<file path="config.mk">
export PLATFORM = sky130hd
export DESIGN_NAME = id_decode_stage
export DESIGN_NICKNAME = d
export VERILOG_FILES = /design/src/rtl/id_decode_stage.sv
export SDC_FILE = /design/constraint.sdc
export NUM_CORES = 1
export LEC_CHECK = 0
export BUFFER_PORTS_ARGS = -buffer_cell sky130_fd_sc_hd__buf_2
export CORE_ASPECT_RATIO = 1.25
export CORE_MARGIN = 2
export CORE_UTILIZATION = 36
export DETAILED_ROUTE_END_ITERATION = 8
export GPL_TIMING_DRIVEN = 1
export PLACE_DENSITY = 0.74
export SLEW_MARGIN = 5
export SYNTH_ARGS = -nofsm -noshare
export SYNTH_HDL_FRONTEND = slang
export SYNTH_SLANG_ARGS = --single-unit
</file>
<file path="constraint.sdc">
create_clock -name clk -period 1.27 [get_ports clk]
set_clock_uncertainty 0.2 [all_clocks]
set_input_delay 0.127 -clock clk [delete_from_list [all_inputs] [get_ports clk]]
set_output_delay 0.127 -clock clk [all_outputs]
set_load 0.05 [all_outputs]
</file>
<file path="src/rtl/id_decode_stage.sv">
`timescale 1ns/1ps
module id_decode_stage #(
  parameter int DW = 16,
  parameter int AW = 4
) (
  input  logic          clk,
  input  logic          rst_n,
  input  logic [15:0]   instr,
  input  logic [DW-1:0] pc_in,
  input  logic [DW-1:0] sr_in,
  input  logic [DW-1:0] rx_data,
  input  logic [DW-1:0] ry_data,
  input  logic [DW-1:0] rz_data,
  output logic [AW-1:0] rx_addr,
  output logic [AW-1:0] ry_addr,
  output logic [AW-1:0] rz_addr,
  output logic          lock_req,
  output logic [AW-1:0] lock_addr,
  output logic          stall,
  output logic [2:0]    ex_op,
  output logic [2:0]    ex_cond,
  output logic [DW-1:0] ex_imm,
  output logic [AW-1:0] ex_dst,
  output logic [DW-1:0] ex_rx,
  output logic [DW-1:0] ex_ry,
  output logic [DW-1:0] ex_rz,
  output logic [DW-1:0] ex_sr,
  output logic [DW-1:0] ex_pc
);
  localparam logic [2:0] OP_NOP   = 3'd0;
  localparam logic [2:0] OP_LDI   = 3'd1;
  localparam logic [2:0] OP_LDIH  = 3'd2;
  localparam logic [2:0] OP_LDD   = 3'd3;
  localparam logic [2:0] OP_LDDM  = 3'd4;
  localparam logic [2:0] OP_LDR   = 3'd5;
  localparam logic [2:0] CND_ALWAYS = 3'b000;

  logic [2:0]    dec_op;
  logic [2:0]    dec_cond;
  logic [DW-1:0] dec_imm;
  logic [AW-1:0] ax, ay, az;

  wire [DW-1:0] imm_lo = DW'(instr[7:0]);
  wire [DW-1:0] imm_hi = DW'({instr[7:0], 8'h00});

  always_comb begin
    dec_op   = OP_NOP;
    dec_cond = CND_ALWAYS;
    dec_imm  = '0;
    ax       = '0;
    ay       = '0;
    az       = '0;
    if (instr[15:13] == 3'b100) begin
      dec_op  = instr[12] ? OP_LDIH : OP_LDI;
      dec_imm = instr[12] ? imm_hi : imm_lo;
      ax      = AW'(instr[11:8]);
    end else if (instr[15:13] == 3'b101 || instr[15:13] == 3'b110) begin
      dec_op   = instr[14] ? OP_LDDM : OP_LDD;
      dec_cond = instr[12:10];
      ax       = AW'(instr[7:4]);
      ay       = AW'(instr[3:0]);
      az       = AW'(instr[9:8]);
    end else if (instr[15:11] == 5'b00001) begin
      dec_op   = OP_LDR;
      dec_cond = instr[10:8];
      ax       = AW'(instr[7:4]);
      ay       = AW'(instr[3:0]);
    end
  end

  assign rx_addr   = ax;
  assign ry_addr   = ay;
  assign rz_addr   = az;
  assign lock_req  = rst_n && (dec_op != OP_NOP);
  assign lock_addr = ax;
  assign stall     = 1'b0;

  always_ff @(posedge clk or negedge rst_n) begin
    if (!rst_n) begin
      ex_op   <= OP_NOP;
      ex_cond <= CND_ALWAYS;
      ex_imm  <= '0;
      ex_dst  <= '0;
      ex_rx   <= '0;
      ex_ry   <= '0;
      ex_rz   <= '0;
      ex_sr   <= '0;
      ex_pc   <= '0;
    end else begin
      ex_op   <= dec_op;
      ex_cond <= dec_cond;
      ex_imm  <= dec_imm;
      ex_dst  <= ax;
      ex_rx   <= rx_data;
      ex_ry   <= ry_data;
      ex_rz   <= rz_data;
      ex_sr   <= sr_in;
      ex_pc   <= pc_in;
    end
  end
endmodule

</file>
# After elaboration in Yosys (flattened, before gate mapping)
# Cells that the tools add are included.
# totals
regBits	106
in_bits	98
out_inout_bits	124
wordCells	34
# op_classes
n_eq_ne	4
muxes	18
n_reduce_logical	3
# op_table
operator	count
two-way mux 16 bit	2
two-way mux 4 bit	6
two-way mux 3 bit	7
equality test 3 bit, second input constant	3
two-way mux 2 bit	3
equality test 5 x 1 -> 1 bit, second input constant	1
nonzero test 3 bit	1
logical AND 1 bit	1
logical OR 1 bit	1

# Logic depth before layout (Yosys ltp)
# Gate-level depths: netlist of run 1.
# logic_depth
word_depth	6
depth_mapped	5
depth_no_buf	3

# Worst setup path after synthesis of run 1
# No wires, ideal clock.
# synth_timing
path_kind	input-to-output
from	in instr[13]
to	out rx_addr[3]
arrival_ps	2150
required_time_ps	943
slack_ps	-1207
path_stages	5
path_buffers	2
path_cell_list	clkbuf_2 -> mux2_2 -> a32oi_1 -> o21ai_0 -> buf_4
# synth_via
elab_chain_len	4
elab_cells_between_ends	8
cone_classes	eq/ne (4); mux (3); reduce/logical (1)
# synth_lines
element	line	text
start, declared	8	input logic [15:0] instr,
equality test 5 x 1 -> 1 bit / equality test 3 bit (equally long branches)	63, 57	
two-way mux 4 bit / logical OR 1 bit (equally long branches)	63, 57	
two-way mux 4 bit	57	end else if (instr[15:13] == 3'b101 || instr[15:13] == 3'b110) begin
two-way mux 4 bit *	53	if (instr[15:13] == 3'b100) begin
end, declared	14	output logic [AW-1:0] rx_addr,
# Mark *: on every way between the ends. The rest lies on a longest branch, timed or not.

# Worst setup path after layout of run 1
# Ends and elaborated chain as after synthesis.

==> results of run 1 <==
-- Yosys cell counts, drive strengths merged --
| cell | n |
|---|---|
| conb | 1 |
| a22o | 2 |
| nor2b | 1 |
| mux2i | 3 |
| nand3 | 6 |
| and2 | 14 |
| a211oi | 1 |
| nand2 | 3 |
| nand2b | 1 |
| mux2 | 1 |
| nor2 | 3 |
| a21boi | 6 |
| inv | 4 |
| o221ai | 3 |
| and3 | 3 |
| xor2 | 1 |
| buf | 12 |
| dfrtp | 106 |
| nor3b | 1 |
| o21a | 1 |
| clkbuf | 1 |
| a21oi | 1 |
| nor3 | 1 |
| o21ai | 1 |
| nor4b | 1 |
| nor4 | 3 |
| a32oi | 1 |
-- worst max-delay path, delay by kind of cell --
family / cells / cell delay [ns]
mux: 1 / 0.31
buf+inv: 2 / 0.28
compound gates: 2 / 0.28
-- state kept, by name, summed over array words and instances (netlist names) --
signal / count
ex_ry: 16
ex_imm: 16
ex_rx: 16
ex_sr: 16
ex_cond: 3
ex_rz: 16
ex_pc: 16
ex_dst: 4
ex_op: 3
-- routing by layer --
metal | vias up | wire length [um] | part of all wire | GRT usage
met5 | - | 0 | 0 | 0
met4 | 0 | 214 | 0.017 | 0.0996
met3 | 18 | 907 | 0.074 | 0.0613
met2 | 159 | 7170 | 0.58 | 0.451
met1 | 1419 | 4010 | 0.33 | 0.239
li1 | 1249 | - | - | -
-- report_power, final --
group	internal [W]	switching, W	total [W]
Clock	0.00115	0.00121	0.00236
Sequential	0.00353	0.0000971	0.00363
Combinational	0.000792	0.00112	0.00191
-- stage by stage --
step / power, W / hold WS [ns] / util
6_report: 0.00790 / -0.149 / 0.772
5_1_grt: 0.00819 / -0.158 / 0.772
4_1_cts: 0.00778 / -0.167 / 0.745
3_5_place_dp: 0.00499 / -0.0590 / 0.533
3_3_place_gp: 0.00497 / -0.0571 / 0.533
2_1_floorplan: 0.00452 / -0.369 / -
-- cells in the final DEF, fill, tap and decap left out, drive strengths merged --
master	Yosys	routed
dfrtp	106	106
o21a	1	1
a211oi	1	1
mux2i	3	3
buf	12	239
o21ai	1	1
nor3	1	1
nor2	3	3
nor3b	1	1
a21oi	1	1
nor4b	1	1
dlymetal6s4s	0	1
bufinv	0	2
a22o	2	2
a32oi	1	1
mux2	1	1
nand2b	1	1
conb	1	3
nand3	6	6
clkbuf	1	9
nor2b	1	1
xor2	1	1
nand2	3	3
clkinv	0	3
inv	4	6
and2	14	14
nor4	3	3
a21boi	6	6
and3	3	3
o221ai	3	3
dlygate4sd3	0	91
-- cell families after synthesis --
group                     share of synthesized area
buffers and inverters                        0.0365
xor gates and xnor gates                    0.00275
muxes                                        0.0130
other                                       0.00118
DFF                                           0.832
AOI/OAI and AO/OA                            0.0385
and+or+nand+nor                              0.0761
-- repair_timing --
item	in CTS	in global routing
pin swaps	10	6
hold buffers	89	3
gates cloned	0	0
gates resized for setup	224	52
endpoints found under the hold margin	211	15
endpoints found under the setup margin	121	115
-- layout make-up --
type,count,share of cell area
clock buffers,9,0.0185
clock inverters,7,0.0167
well taps,120,0.0225
flip-flops and latches,106,0.397
multi-input cells,61,0.0940
repair buffers,331,0.449
inverters,4,0.00225
-- path summary, 6_finish.rpt --
kind                            from                    to  slack [ns]  cells past startpoint
setup / recovery           instr[13]            rx_addr[3]       -0.07                      5
hold / removal             instr[10]  ex_cond[2]$_DFF_PN0_       -0.15                      2
max in group asynchronous      rst_n   ex_imm[8]$_DFF_PN0_        0.30                      3
min in group asynchronous      rst_n   ex_dst[3]$_DFF_PN0_        0.16                      3
==> impl_summary.txt, run 1 <==
----------------------------------------------------
[Status]
  Result of the run ... complete, but fails checks
  Failing checks ... hold timing, setup timing

[Clock tree]
  TritonCTS clock tree ... yes
  Buffer cell driving the clock tree root ... clkbuf_8
  Total number of clock tree sinks ... 106
  Post-CTS Setup Inserts ... 0
  H-Tree Depth ... 3
  Max clock buf depth ... 2
  Number of buffers created by CTS ... 9
  Clock edge transition at the registers on the reported setup and hold paths ... 0.09 ns

[Finish]
  Area overhead of the layout relative to synthesis ... 110%
  Antenna fix cells ... 0
  Area occupied by multi-input gates ... 628 um2
  Filler cell count in the final layout ... 511
  Total area of sequential cells ... 0.00265 mm2
  Final net count ... 611
  Ratio of cells with drive above 1 in the final layout ... 0.548
  Final design instance area without fill ... 0.00668 mm2
  Number of cells in the finished layout apart from fillers ... 638

[Critical path]
  Worst Path Max Fanout ... 8
  Max incr delay on CP ... 0.31 ns
  Ordered cell list for the critical path ... buf_12 -> mux2_4 -> a32oi_4 -> o21ai_4 -> buf_6
  Category of the worst setup path launch point ... primary input
  Critical-path top delay cell ... mux2_4
  Classification of the worst setup path ... in2out
  Data required time of the worst path ... 0.94 ns
  Crit end category ... primary output
  Arrival @ worst endpoint ... 1.01 ns

[Die]
  Die Ht ... 109 um
  Total number of placement rows ... 38
  Starting density of the core ... 0.368
  Area of the die ... 0.00963 mm2
  Boundary Pins ... 222
  X dimension of the die ... 88.2 um
  Placeable Area ... 0.00865 mm2

[Logic synthesis]
  Number of warning messages in the yosys log ... 0
  Synthesized flop and latch total ... 106
  Top-area cell type share of the netlist area ... 0.832
  Mean Syn Cell Area ... 17.5 um2
  Netlist cell types ... 30
  Cells after synthesis ... 182
  Most area-hungry cell type in the Yosys netlist ... dfrtp_1
  Post-Synthesis Cell Area ... 0.00319 mm2
  Dominant cells by area after synthesis ... dfrtp_1 (83%), and2_1 (2.7%), buf_4 (1.6%), a21boi_0 (1.4%), buf_6 (1.1%)
  Fraction of the yosys area taken by sequential cells ... 0.832

[Global route]
  First-pass GRT wire length ... 16400 um
  Overall overflow remaining after global route ... 0
  Initial antenna violation count ... 0
  All-Layer GR Usage ... 0.237
  Number of global-route vias before repair ... 3141
  Pin count of the biggest net entering global routing ... 92

[STA]
  Total setup violations reported at the end of the flow ... 28
  Final Hold Violating Endpoints ... 14
  Worst Hold Margin ... -0.149 ns
  Unrepaired setup endpoints after global routing ... true
  Final Max Slew Viols ... 0
  Final worst path period share ... 1.05
  Post-Route Setup TNS ... -0.671 ns
  Maximum operating frequency ... 749 MHz
  Final worst-path setup slack ... -0.0654 ns
  Clock period minus final worst setup slack ... 1.34 ns

[Placement]
  I/O Buffers ... 218
  Worst slack after detailed placement ... -0.299 ns
  Final weighted congestion in routability-driven placement ... 0.802
  Post-detailed-placement cell area ... 0.00461 mm2
  Detail Placement HPWL ... 6410 um
  Cell total after placement ... 530

[Worst hold path]
  Class of the tightest hold or removal check ... in2reg

[Pwr]
  Power Dens Cells ... 1180 mW/mm2
  Static Leak ... 3.25 nW
  Peak ir drop on the vdd network ... 610 uV

[Drt]
  Remaining routing DRC violations ... 0
  1st-pass router iterations ... 5
  Post-detailed-route wirelength per cell ... 19.3 um
  Final WL ... 12300 um
  Vias post-DR ... 2845
  Detailed-route vias per instance ... 4.46
  Starting DRC count in detailed routing ... 131
  Remaining number of nets flagged by the antenna check after routing ... 0

[Job]
  Max Cap Viol ... 0

----------------------------------------------------
Power figures use the tool's default switching activity.
==> inputs of run 2 (changes only) <==
==> constraint.sdc (replaced) <==
create_clock -name clk -period 1.27 [get_ports clk]
set_clock_uncertainty 0.2 [all_clocks]
set_input_delay 0.127 -clock clk [delete_from_list [all_inputs] [get_ports clk]]
set_output_delay 0.127 -clock clk [all_outputs]
set_load 0.01 [all_outputs]
==> run 2 against run 1 <==
Compared with the run above: the run still ends with hold timing, setup timing left; utilization is 9.1 points lower; cell count rose by 1.4%; clock-buffer cell count grew 3; non-clock buffer count increased by 10; largest power group unchanged.
==> impl_summary.txt, run 2 (synthesis results as in run 1) <==
----------------------------------------------------
[Drt]
  Detailed-route vias per instance ... 4.33
  Final WL ... 10500 um
  Post-route met1 wirelength ... 3500 um
  DR WL met3 ... 771 um
  Remaining routing DRC violations ... 0
  Top sig layer ... met4
  Post-detailed-route wirelength per cell ... 16.3 um
  Remaining number of nets flagged by the antenna check after routing ... 0
  Vias post-DR ... 2804
  1st-pass router iterations ... 4
  Starting DRC count in detailed routing ... 52
  Detail Route met2 WL ... 5900 um

[Finish]
  Most frequent standard cell in the layout excluding fill and tap cells ... buf_2
  Share of the core filled with cells ... 0.681
  Commonest cells after routing, fill and taps aside ... buf_2 (209), dfrtp_1 (106), dlygate4sd3_1 (99)
  Ratio of cells with drive above 1 in the final layout ... 0.520
  Final net count ... 621
  Antenna fix cells ... 0
  Area overhead of the layout relative to synthesis ... 85.0%

[Clock tree]
  Buffer cell driving the clock tree root ... clkbuf_8
  Max clock buf depth ... 2
  TritonCTS clock tree ... yes
  H-Tree Depth ... 3
  Number of buffers created by CTS ... 9
  Total number of clock tree sinks ... 106
  Clock edge transition at the registers on the reported setup and hold paths ... 0.09 ns

[STA]
  Total setup violations reported at the end of the flow ... 7
  Final worst path period share ... 1.04
  Unrepaired setup endpoints after global routing ... true
  Worst Hold Margin ... -0.160 ns
  Final Max Slew Viols ... 0
  Maximum operating frequency ... 755 MHz
  Clock period minus final worst setup slack ... 1.32 ns
  Final worst-path setup slack ... -0.0544 ns
  Final Hold Violating Endpoints ... 8

[Die]
  X dimension of the die ... 88.2 um
  Die Ht ... 109 um
  Placeable Area ... 0.00865 mm2
  Total number of placement rows ... 38
  Starting density of the core ... 0.368
  Area of the die ... 0.00963 mm2
  Boundary Pins ... 222

[Pwr]
  Clock Power Share ... 0.295
  Pwr Total ... 0.00654 W
  Peak ir drop on the vdd network ... 620 uV
  Combinational power share ... 0.159
  Switching power of the nets ... 0.00163 W
  Internal power summed over all cells ... 0.00491 W
  Static Leak ... 3.05 nW
  Power Dens Cells ... 1110 mW/mm2
  Switching power share of the total ... 0.249
  Share of power burned in registers ... 0.546

[Global route]
  Overall overflow remaining after global route ... 0
  Initial antenna violation count ... 0
  First-pass GRT wire length ... 14800 um
  Number of global-route vias before repair ... 2938
  All-Layer GR Usage ... 0.211
  Pin count of the biggest net entering global routing ... 92

[Placement]
  Worst slack after detailed placement ... -0.236 ns
  Detail Placement HPWL ... 6380 um
  I/O Buffers ... 218
  Final weighted congestion in routability-driven placement ... 0.710

[Status]
  Failing checks ... hold timing, setup timing
  Result of the run ... complete, but fails checks

[Critical path]
  Classification of the worst setup path ... in2out
  Arrival @ worst endpoint ... 1.00 ns
  Worst Path Max Fanout ... 8
  Critical-path top delay cell ... o221ai_4
  Crit-path leading delay family ... buffers and inverters
  Category of the worst setup path launch point ... primary input
  Crit end category ... primary output
  Max incr delay on CP ... 0.29 ns
  Crit path buffers/inverters ... 2
  Ordered cell list for the critical path ... buf_4 -> nor2_4 -> nand3_4 -> o221ai_4 -> buf_6
  Data required time of the worst path ... 0.94 ns

[Worst hold path]
  Hold wc startpoint ... instr[6]
  Class of the tightest hold or removal check ... in2reg
  Min-Delay Path Depth ... 2
  Endpoint of the worst hold-timing path ... ex_imm[14]$_DFF_PN0_

[Job]
  Max Cap Viol ... 0

----------------------------------------------------
-- run 2: changes by cell type in the layout (fill, tap and decap cells not counted), sizes merged, moves of 2 or more --
cell,delta
buf,+3
bufinv,-2
clkbuf,+3
dlygate4sd3,+8
inv,-2
-- run 2: worst max path at each step --
stage | slack [ns] | endpoint | depth (start not counted) | start
2_1_floorplan | -0.05 | rx_addr[3] | 5 | instr[13]
3_3_place_gp | -0.15 | rx_addr[0] | 5 | instr[13]
3_5_place_dp | -0.24 | rx_addr[0] | 5 | instr[13]
4_1_cts | -0.08 | rx_addr[1] | 5 | instr[13]
5_1_grt | -0.11 | lock_addr[1] | 5 | instr[14]
6_report | -0.05 | rx_addr[1] | 5 | instr[14]
-- run 2: layer usage --
layer / global-route usage / up-vias
met2: 0.390 / 152
met5: 0 / -
met4: 0.116 / 0
met1: 0.214 / 1358
li1: - / 1266
met3: 0.0500 / 28
-- run 2: what timing repair did --
action,CTS,global route
hold endpoints to repair,212,13
pin swaps,6,6
endpoints found under the setup margin,14,20
resized for setup,12,10
hold buffers,94,5
setup buffers,1,3
-- run 2: layout make-up --
class                   instances  area [um2]
flip-flops and latches        106        2650
well taps                     120         150
fillers                       625        2760
clock buffers                  12         155
inverters                       4        15.0
clock inverters                 3        25.0
multi-input cells              61         551
repair buffers                341        2350
-- run 2: power groups by stage --
| stage | sequential, W | combinational (W) | clock, W |
|---|---|---|---|
| 2_1_floorplan | 0.00373 | 0.000188 | 0 |
| 3_3_place_gp | 0.00363 | 0.000729 | 0 |
| 3_5_place_dp | 0.00364 | 0.000747 | 0 |
| 4_1_cts | 0.00357 | 0.000992 | 0.00196 |
| 5_1_grt | 0.00359 | 0.00112 | 0.00211 |
| 6_report | 0.00357 | 0.00104 | 0.00193 |
-- run 2: stage by stage --
step	cells	setup TNS (ns)	hold slack, ns	instance area, um2
2_1_floorplan	184	-0.0916	-0.369	3320
3_3_place_gp	529	-1.65	-0.0495	4600
3_5_place_dp	529	-2.51	-0.0405	4600
4_1_cts	639	-0.384	-0.183	5780
5_1_grt	647	-0.798	-0.182	5900
6_report	647	-0.171	-0.160	5900
==> inputs of run 3 (changes only) <==
--- a/config.mk
+++ b/config.mk
@@ -10,8 +10,9 @@
 export CORE_MARGIN = 2
 export CORE_UTILIZATION = 36
 export DETAILED_ROUTE_END_ITERATION = 8
-export GPL_TIMING_DRIVEN = 1
+export GPL_TIMING_DRIVEN = 0
 export PLACE_DENSITY = 0.74
+export RECOVER_POWER = 50
 export SLEW_MARGIN = 5
 export SYNTH_ARGS = -nofsm -noshare
 export SYNTH_HDL_FRONTEND = slang
==> run 3 against run 2 <==
Compared with the run above: the flow still finishes with violations (hold timing, setup timing); worst hold slack worse by 0.40 ns; utilization is 0.88 points higher; routed wire length is 2.0% lower; cell count is 0.77% lower; first-iteration DRC count is 73% higher; sequential power hardly changed; combinational power hardly changed; cell area is 1.3% higher; maximum frequency is 5.8% lower; critical path depth is 2 higher; sequential cell count stayed put; sequential share of layout area is 0.57 points lower; critical path type unchanged; highest routed layer unchanged.
==> impl_summary.txt, run 3 (synthesis results as in run 1) <==
----------------------------------------------------
[Pwr]
  Combinational power share ... 0.151
  Switching power of the nets ... 0.00163 W
  Power Dens Cells ... 1160 mW/mm2
  Share of power burned in registers ... 0.516
  Static Leak ... 3.09 nW
  Peak ir drop on the vdd network ... 546 uV
  Internal power summed over all cells ... 0.00529 W
  Switching power share of the total ... 0.236
  Clock Power Share ... 0.332

[Critical path]
  Data required time of the worst path ... 0.94 ns
  Crit end category ... primary output
  Critical Path Most Common Cell ... buf_6
  Ordered cell list for the critical path ... clkbuf_16 -> buf_4 -> nor2b_4 -> nand3_1 -> o221ai_4 -> buf_6 -> buf_6
  Category of the worst setup path launch point ... primary input
  Arrival @ worst endpoint ... 1.08 ns
  Crit-path leading delay family ... buffers and inverters
  Max incr delay on CP ... 0.18 ns
  Worst Path Max Fanout ... 6
  Classification of the worst setup path ... in2out
  Critical-path top delay cell ... nor2b_4
  Crit path buffers/inverters ... 4

[Placement]
  I/O Buffers ... 215
  Detail Placement HPWL ... 6230 um
  Final weighted congestion in routability-driven placement ... 0.729
  Cell total after placement ... 520

[Clock tree]
  TritonCTS clock tree ... yes
  Buffer cell driving the clock tree root ... clkbuf_8
  Max clock buf depth ... 2
  Clock edge transition at the registers on the reported setup and hold paths ... 0.11 ns
  H-Tree Depth ... 3
  Number of buffers created by CTS ... 9
  Total number of clock tree sinks ... 106

[Die]
  Area of the die ... 0.00963 mm2
  Boundary Pins ... 222
  Starting density of the core ... 0.368
  Die Ht ... 109 um
  X dimension of the die ... 88.2 um
  Placeable Area ... 0.00865 mm2
  Total number of placement rows ... 38

[Global route]
  Number of global-route vias before repair ... 2926
  Initial antenna violation count ... 0
  All-Layer GR Usage ... 0.208
  Overall overflow remaining after global route ... 0
  First-pass GRT wire length ... 14600 um
  Pin count of the biggest net entering global routing ... 66

[Finish]
  Most frequent standard cell in the layout excluding fill and tap cells ... buf_2
  Filler cell count in the final layout ... 614
  Ratio of cells with drive above 1 in the final layout ... 0.533
  Number of cells in the finished layout apart from fillers ... 642
  Commonest cells after routing, fill and taps aside ... buf_2 (206), dfrtp_1 (106), dlygate4sd3_1 (94)
  Area occupied by multi-input gates ... 596 um2
  Antenna fix cells ... 0
  Final net count ... 615
  Total area of sequential cells ... 0.00265 mm2
  Area overhead of the layout relative to synthesis ... 87.4%

[STA]
  Slew at the pin closest to its max-slew limit ... 0.837 ns
  Post-Route Setup TNS ... -1.07 ns
  Maximum operating frequency ... 711 MHz
  Relative max-transition margin ... 0.442
  Final worst-path setup slack ... -0.136 ns
  Clock period minus final worst setup slack ... 1.41 ns
  Final worst path period share ... 1.11
  Unrepaired setup endpoints after global routing ... true
  Final Hold Violating Endpoints ... 49
  Total setup violations reported at the end of the flow ... 12
  Worst Hold Margin ... -0.558 ns
  Final Max Slew Viols ... 0

[Drt]
  Post-detailed-route wirelength per cell ... 16.1 um
  Detailed-route vias per instance ... 4.32
  Starting DRC count in detailed routing ... 90
  Remaining routing DRC violations ... 0
  Vias post-DR ... 2776
  1st-pass router iterations ... 4
  Final WL ... 10300 um
  Remaining number of nets flagged by the antenna check after routing ... 0

[Worst hold path]
  Class of the tightest hold or removal check ... in2async

[Job]
  Max Cap Viol ... 0

[Status]
  Result of the run ... complete, but fails checks
  Failing checks ... hold timing, setup timing

----------------------------------------------------
run 3: cell types whose count changed in the layout (fill, tap and decap cells not counted), moves of 2 or more:
cell / before / now
mux2i_2: 2 / 0
a21boi_1: 2 / 0
buf_6: 7 / 15
clkinv_4: 2 / 0
a21boi_2: 0 / 3
buf_4: 23 / 16
dlygate4sd3_1: 99 / 94
bufinv_16: 0 / 2
buf_2: 209 / 206
mux2i_4: 1 / 3
run 3: how the worst max path moves through the flow:
stage | from | endpoint | cells past startpoint
3_3_place_gp | rst_n | lock_req | 3
3_5_place_dp | instr[15] | rx_addr[1] | 6
4_1_cts | instr[13] | rx_addr[3] | 7
5_1_grt | instr[13] | rx_addr[1] | 6
2_1_floorplan | instr[13] | rx_addr[3] | 5
6_report | instr[13] | rx_addr[1] | 7
run 3: metal layers:
| layer | part of all wire | vias up | global-route usage |
|---|---|---|---|
| met5 | 0 | - | 0 |
| met4 | 0.015 | 0 | 0.0812 |
| met1 | 0.33 | 1392 | 0.212 |
| met3 | 0.070 | 15 | 0.0537 |
| li1 | - | 1251 | - |
| met2 | 0.59 | 118 | 0.396 |
run 3: per-stage QoR:
| step | instance area (um2) | power, W | utilization | setup slack, ns | hold WS (ns) |
|---|---|---|---|---|---|
| 3_3_place_gp | 4540 | 0.00434 | 0.525 | -1.25 | 0.0353 |
| 4_1_cts | 5810 | 0.00692 | 0.672 | -0.135 | -0.525 |
| 6_report | 5970 | 0.00692 | 0.690 | -0.136 | -0.558 |
| 2_1_floorplan | 3320 | 0.00391 | - | -0.0519 | -0.369 |
| 5_1_grt | 5970 | 0.00726 | 0.690 | -0.179 | -0.550 |
| 3_5_place_dp | 4570 | 0.00437 | 0.528 | -0.232 | -0.0329 |
run 3: repair_timing:
item / 4_1_cts / 5_1_grt
hold buffers: 90 / 4
setup buffers: 5 / 7
endpoints found under the setup margin: 13 / 19
endpoints found under the hold margin: 210 / 121
resized for setup: 14 / 24
pin swaps: 7 / 6
run 3: layout make-up:
cell class | instances | share of cell area
Buffer | 13 | 0.0266
Clock buffer | 11 | 0.0237
Clock inverter | 5 | 0.0142
Inverter | 4 | 0.00251
Multi-Input combinational cell | 61 | 0.0997
Sequential cell | 106 | 0.444
Tap cell | 120 | 0.0251
Timing Repair Buffer | 322 | 0.364
run 3: power groups by stage:
stage	logic, W	clock network [W]	registers, W
2_1_floorplan	0.000188	0	0.00373
3_3_place_gp	0.000708	0	0.00363
3_5_place_dp	0.000737	0	0.00363
4_1_cts	0.000991	0.00236	0.00357
5_1_grt	0.00113	0.00254	0.00359
6_report	0.00105	0.00230	0.00357
